### config.mk
export PLATFORM = sky130hd
export DESIGN_NAME = err_status_unit
export DESIGN_NICKNAME = d
export VERILOG_FILES = /design/src/rtl/err_status_unit.sv
export SDC_FILE = /design/constraint.sdc
export NUM_CORES = 1
export LEC_CHECK = 0
export ABC_AREA = 1
export BUFFER_PORTS_ARGS = -buffer_cell sky130_fd_sc_hd__buf_2
export CAP_MARGIN = 20
export CORE_UTILIZATION = 35
export DETAILED_ROUTE_END_ITERATION = 10
export PLACE_DENSITY_LB_ADDON = 0.08
export SETUP_SLACK_MARGIN = 0.05
export SLEW_MARGIN = 20
export SYNTH_ARGS = -nofsm -noshare
export SYNTH_HDL_FRONTEND = slang
export SYNTH_SLANG_ARGS = --single-unit
### constraint.sdc
create_clock -name clk -period 3.2 [get_ports clk]
set_clock_uncertainty 0.1 [all_clocks]
set_input_delay 0.16 -clock clk [delete_from_list [all_inputs] [get_ports clk]]
set_output_delay 0.16 -clock clk [all_outputs]
set_load 0.05 [all_outputs]
### src/rtl/err_status_unit.sv
module err_status_unit #(
  parameter int         AW       = 32,
  parameter int         VW       = 8,
  parameter int         MIN_VEC  = 16,
  parameter logic [11:0] OFS_STAT = 12'h0A0,
  parameter logic [11:0] OFS_EVEC = 12'h0B4
) (
  input  logic          clk,
  input  logic          rst_n,
  input  logic          ev_tx_csum,
  input  logic          ev_rx_csum,
  input  logic          ev_tx_noack,
  input  logic          ev_rx_noack,
  input  logic          tx_vec_valid,
  input  logic [VW-1:0] tx_vec,
  input  logic          rx_vec_valid,
  input  logic [VW-1:0] rx_vec,
  input  logic [AW-1:0] reg_base,
  input  logic          reg_en,
  input  logic          reg_we,
  input  logic [AW-1:0] reg_addr,
  input  logic [31:0]   reg_wdata,
  input  logic          ext_hit,
  output logic [31:0]   reg_rdata,
  output logic          irq_valid,
  output logic [VW-1:0] irq_vector
);

  logic [7:0]    pend_q, stat_q;
  logic [VW-1:0] vec_q;
  logic          mask_q;

  logic [11:0] ofs;
  logic        win, hit_stat, hit_evec, bad_addr;
  logic        stat_wr, evec_wr;
  logic        tx_bad, rx_bad;
  logic [7:0]  ev, base, rise;

  assign ofs      = reg_addr[11:0];
  assign win      = reg_en && (reg_addr[AW-1:12] == reg_base[AW-1:12]);
  assign hit_stat = win && (ofs == OFS_STAT);
  assign hit_evec = win && (ofs == OFS_EVEC);
  assign bad_addr = win && !hit_stat && !hit_evec && !ext_hit;
  assign stat_wr  = hit_stat && reg_we;
  assign evec_wr  = hit_evec && reg_we;

  assign tx_bad = tx_vec_valid && (int'(tx_vec) < MIN_VEC);
  assign rx_bad = (rx_vec_valid && (int'(rx_vec) < MIN_VEC)) ||
                  (evec_wr && (int'(reg_wdata[VW-1:0]) < MIN_VEC));

  assign ev   = {bad_addr, rx_bad, tx_bad, 1'b0,
                 ev_rx_noack, ev_tx_noack, ev_rx_csum, ev_tx_csum};
  assign base = stat_wr ? 8'h00 : pend_q;
  assign rise = ev & ~base;

  always_ff @(posedge clk or negedge rst_n) begin
    if (!rst_n) begin
      pend_q     <= '0;
      stat_q     <= '0;
      vec_q      <= '0;
      mask_q     <= 1'b1;
      irq_valid  <= 1'b0;
      irq_vector <= '0;
    end else begin
      pend_q     <= base | ev;
      if (stat_wr) stat_q <= pend_q;
      if (evec_wr) begin
        vec_q  <= reg_wdata[VW-1:0];
        mask_q <= reg_wdata[16];
      end
      irq_valid  <= (|rise) && !mask_q;
      irq_vector <= vec_q;
    end
  end

  always_comb begin
    reg_rdata = '0;
    if (reg_en && !reg_we) begin
      if (hit_stat) reg_rdata[7:0] = stat_q;
      else if (hit_evec) begin
        reg_rdata[VW-1:0] = vec_q;
        reg_rdata[16]     = mask_q;
      end
    end
  end

endmodule

---- Yosys cells after proc, flatten, opt, wreduce, memory -nomap -nowiden ----
Cells that the tools add are included.
storage, ports and cells
  register bits ........................... 34
  input bits .............................. 123
  logic and storage cells ................. 42
operators by class
  magnitude comparators ................... 3
  equal/unequal tests ..................... 3
  multiplexer cells ....................... 7
  bitwise gates (word level) .............. 3
  reductions and logical operators ........ 20
operators with widths
  kind                                                                   number
  8-bit 2-to-1 mux                                                       4
  12-bit by 8-bit == test with 1-bit output (second input constant)      2
  8-bit by 5-bit < comparator with 1-bit output (second input constant)  3
  20-bit == test                                                         1
  1-bit logical AND                                                      13
  8-bit AND                                                              1
  8-bit NOT                                                              1
  8-bit bitwise OR                                                       1
  8-bit OR reduction                                                     1
  1-bit zero test                                                        5
  1-bit 2-to-1 mux                                                       3
  1-bit logical OR                                                       1

---- Depth between registers and ports, before layout ----
  depth after elaboration ................. 10
  gate-level depth with buffers ........... 15
  depth with buffers taken out ............ 14

---- Least setup slack after synthesis ----
No wires, ideal clock.
  path kind ............................... input to output
  from .................................... input port reg_addr[20]
  to ...................................... output port reg_rdata[16]
  arrival ................................. 2.393 ns
  data required time ...................... 2.940 ns
  path slack .............................. 0.547 ns
  stages .................................. 10
  path buffers ............................ 1
  path through ............................ inv_1 -> nand2_1 -> nand2_1 -> inv_1 -> nand2_1 -> nor4_1 -> and2_1 -> buf_6 -> nand2_4 -> nor4_1
on the way
  cells in the longest elaborated chain, start to end .. 6
RTL lines
  what                 line  text
  start, declared      21    input logic [AW-1:0] reg_addr,
  20-bit == test *     40    assign win = reg_en && (reg_addr[AW-1:12] == reg_base[AW-1:12]);
  1-bit logical AND *  40
  1-bit logical AND    42    assign hit_evec = win && (ofs == OFS_EVEC);
  1-bit 2-to-1 mux     80    else if (hit_evec) begin
  1-bit 2-to-1 mux *   79    if (hit_stat) reg_rdata[7:0] = stat_q;
  1-bit 2-to-1 mux *   78    if (reg_en && !reg_we) begin
  end, declared        24    output logic [31:0] reg_rdata,
Every way passes the cells marked *; elsewhere a longest branch is shown, timed or not.

---- Worst setup path after layout ----
  from .................................... input port reg_base[29]
  to ...................................... output port reg_rdata[2]
on the way
  cells in the longest elaborated chain, start to end .. 6
RTL lines
  what                 line  text
  start, declared      18    input logic [AW-1:0] reg_base,
  20-bit == test *     40
  1-bit logical AND *  40
  1-bit logical AND    42
  8-bit 2-to-1 mux     80
  8-bit 2-to-1 mux *   79
  8-bit 2-to-1 mux *   78
Marked as above.

==> summary by stage <==
Outcome
The flow ran to the end, and the final reports show no timing, DRC or antenna violations.

Clocking
The clock latency on the worst-skew pair is 280 ps. The number of CTS-inserted buffers is 5. Counting along the longest clock path gives a buffer depth of 2. After clock tree synthesis, the clock-pin slew on the worst setup and hold paths is 70 ps.

The cell chosen for the clock root is sky130_fd_sc_hd__clkbuf_8. The number of H-tree levels is 2. The TritonCTS sink count is 34. TritonCTS built the clock tree.

Synthesis
After technology mapping, the gate count stands at 375. The post-synthesis sequential area ratio is 34.4%. Summing every instance area after synthesis gives 2480 sq um. The post-synthesis register bit count is 34.

Averaged over all synthesized cells, the footprint is 6.61 sq um. Yosys printed 0 warnings. The number of distinct library cells after synthesis is 30.

Final layout
The layout has 760 filler cells. The leading cell type in the layout, fill and taps excluded is sky130_fd_sc_hd__nand2_1. The top cell types in the final layout, fill and taps aside, are 111 x sky130_fd_sc_hd__nand2_1, 97 x sky130_fd_sc_hd__buf_2, 60 x sky130_fd_sc_hd__inv_1, 56 x sky130_fd_sc_hd__nor2_1, 33 x sky130_fd_sc_hd__dfrtp_1. Of the cells placed in the final design, the portion with a size suffix greater than 1 is 25.2%. The sequential cells in the finished layout cover a total of 852 sq um.

The net count of the finished layout is 602. At the end of the flow the core is filled with cells to 45.4%. The number of antenna diodes in the final layout is 0.

Summing all multi-input logic gate instances after layout gives 1250 sq um. The growth of design area from synthesis to finish is 25.2%.

Routing
The first routing iteration left 117 violations. The average detailed-routed wire length per instance is 10.1 um. The first TritonRoute pass finished after 4 iterations. In the routed layout, each cell is associated on average with a via count of 4.30. The post-detailed-route count of antenna-violating nets is 0. After detailed routing, the number of remaining DRC violations is 0. Summed over all layers, the routed wires come to 5.79 mm. The via count of the routed design is 2476.

Worst setup path
Data on the critical path arrives at its endpoint at 1990 ps. The critical path endpoint category is a primary output. The cell with the most instances on the worst path is sky130_fd_sc_hd__buf_2. Broken down by cell family, the worst path's largest delay share belongs to simple AND/OR/NAND/NOR gates.

The total buffers and inverters traversed by the critical path is 3. Of all nets on the critical path, the largest fanout is 8. The setup path with the least slack is of type in -> out. On the critical path, the stage with the largest delay is an instance of sky130_fd_sc_hd__and2_1. Walking the worst path, the cells encountered are buf_2 > xnor2_1 > nand2_1 > nor4_1 > and2_1 > nand2_4 > inv_2 > nand3_1 > a21oi_1 > buf_2. STA puts the critical path data required time at 2940 ps. For this run, the slowest stage of the critical path takes 360 ps. STA classifies the critical path startpoint as a primary input.

Die
The die outline width is 86.1 um. The die outline area is 7420 sq um. The die outline height is 86.1 um. The number of top-level pins is 164. Row generation in the floorplan step produced 30 rows. After floorplanning, the core was sized to cover 6830 sq um. Once the floorplan was initialized, standard cells occupied 36.3% of the core.

STA
The post-route worst hold slack is 17.7 ps. The smallest clock period supported by the final layout is computed as 2250 ps. The setup-violating endpoint count in the final report is 0.

The final hold violation count is 0. The number of slew-limit violations in the final report is 0. The achievable clock frequency is 444 MHz. Setup total negative slack on the finished layout was measured at 0 ps. At the pin with the least slew margin, the transition time is 749 ps.

In this run the tightest slew margin relative to its limit is 50.1%. Setup repair after global routing left no endpoint under its margin. After layout, the worst path uses 70.4% of the clock period.

Power
The power density normalized to cell area is 316 nW/um^2. The peak ir drop on the vdd network is 0.155 mV. The total net switching power is 0.000301 W. For this design the static power due to leakage is 1.88 nW.

The part of the power in registers is 44.7%. Combinational cells account for 22.4% of the total power. The clock network power share is 32.9%. The internal power component is 0.000678 W. The fraction of power spent switching nets is 30.7%.

GRT
The number of global-route vias before repair is 2215. The total track usage is 16.5%. Entering global routing, the biggest net connects 35 pins. The number of antenna violations at the first check in global routing is 0.

For this run the aggregate overflow at the end of global routing stands at 0. The first global-routing pass estimated 9.60 mm of wire.

Run
Max-cap violations in this run came to 0.

Placed design
The weighted congestion reported at the end of routability-driven placement is 0.811. Summed over all nets, the half-perimeter wirelength after detailed placement is 4.84 mm. The count of buffers inserted at the top-level ports is 97.

Min path
The type of the tightest min-delay check is in -> reg.
==> timing repair <==
| item | CTS | global route |
|---|---|---|
| setup buffers | 0 | 0 |
| hold buffers | 6 | 0 |
| resized for setup | 0 | 0 |
| hold endpoints to repair | 38 | 0 |
==> worst paths after layout <==
path | start | slack, ps | to | cells after the start
max | reg_base[29] | 950 | reg_rdata[2] | 10
min | reg_wdata[3] | 20 | vec_q[3] | 3
max reg2reg | pend_q[1] | 2270 | irq_valid | 5
min reg2reg | vec_q[1] | 300 | irq_vector[1] | 0
max in group asynchronous | rst_n | 2120 | stat_q[7] | 2
min in group asynchronous | rst_n | 390 | irq_vector[2] | 2
==> through the flow <==
step / total power, W / setup slack (ps) / area [sq um] / instances
after floorplan: 0.000600 / 547 / 2560 / 397
after global placement: 0.000658 / 969 / 2950 / 562
after detailed placement: 0.000660 / 966 / 2950 / 562
after CTS: 0.000989 / 954 / 3100 / 576
after global routing: 0.00103 / 760 / 3100 / 576
final: 0.000979 / 947 / 3100 / 576
==> flip-flops by register name, indices dropped and copies added, names as in the netlist <==
register and count:
pend_q 8, vec_q 8, irq_vector 8, stat_q 8, irq_valid 1, mask_q 1
==> power by group through the flow <==
stage               logic [W]  registers [W]  clock network (W)
detailed placement   0.000215       0.000445                  0
finish               0.000220       0.000437           0.000322
global placement     0.000213       0.000445                  0
global route         0.000243       0.000438           0.000348
floorplan            0.000155       0.000446                  0
CTS                  0.000221       0.000437           0.000331
==> cells in the mapped netlist <==
cell type / count / share of area (%)
sky130_fd_sc_hd__nand4_2: 1 / 0.50
sky130_fd_sc_hd__xnor2_1: 2 / 0.71
sky130_fd_sc_hd__dfstp_2: 1 / 1.1
sky130_fd_sc_hd__a21oi_1: 10 / 2.0
sky130_fd_sc_hd__nand3b_1: 2 / 0.61
sky130_fd_sc_hd__inv_2: 4 / 0.61
sky130_fd_sc_hd__nand4_4: 1 / 0.86
sky130_fd_sc_hd__nor3b_2: 1 / 0.50
sky130_fd_sc_hd__nand2_4: 1 / 0.45
sky130_fd_sc_hd__or2_1: 1 / 0.25
sky130_fd_sc_hd__buf_6: 3 / 1.4
sky130_fd_sc_hd__nand2_2: 4 / 1.0
sky130_fd_sc_hd__nor2_4: 2 / 0.91
sky130_fd_sc_hd__nor3_4: 2 / 1.3
sky130_fd_sc_hd__nor2_1: 56 / 8.5
sky130_fd_sc_hd__inv_1: 60 / 9.1
sky130_fd_sc_hd__nor3b_1: 1 / 0.30
sky130_fd_sc_hd__and2_1: 1 / 0.25
sky130_fd_sc_hd__nand3_1: 24 / 4.8
sky130_fd_sc_hd__nand4_1: 15 / 3.8
sky130_fd_sc_hd__xor2_1: 3 / 1.1
sky130_fd_sc_hd__nor4_1: 5 / 1.3
sky130_fd_sc_hd__o21ai_0: 2 / 0.40
sky130_fd_sc_hd__nand2_1: 111 / 17
sky130_fd_sc_hd__nor3_1: 2 / 0.40
sky130_fd_sc_hd__conb_1: 1 / 0.15
sky130_fd_sc_hd__dfrtp_1: 33 / 33
sky130_fd_sc_hd__and3_1: 1 / 0.25
sky130_fd_sc_hd__buf_2: 2 / 0.40
sky130_fd_sc_hd__buf_4: 23 / 7.0
==> cell type report <==
cell class	count	area share, %
tap	96	3.87
sequential	34	27.5
multi-input combinational	271	40.4
clock inverter	1	0.161
timing repair buffer	103	17.6
clock buffer	7	2.78
inverter	64	7.75
==> worst min-delay path, delay by kind of cell <==
kind                   cells  cell delay (ps)
AND/OR/NAND/NOR            2              130
buffers and inverters      1               70
==> routing by layer <==
layer / track usage (%) / up-vias / part of all wire [%]
met5: 0 / - / 0
met4: 4.85 / 0 / 1.3
met3: 3.56 / 6 / 5.5
met2: 26.8 / 88 / 45
met1: 21.9 / 1064 / 49
li1: - / 1318 / -
==> cell families after synthesis <==
logic type	after synthesis	synth area share, %
compound gates	12	2.42
xor+xnor	5	1.77
buf+inv	92	18.4
flops	34	34.4
other cells	1	0.151
simple gates	231	42.8
(Power assumes the default switching activity.)
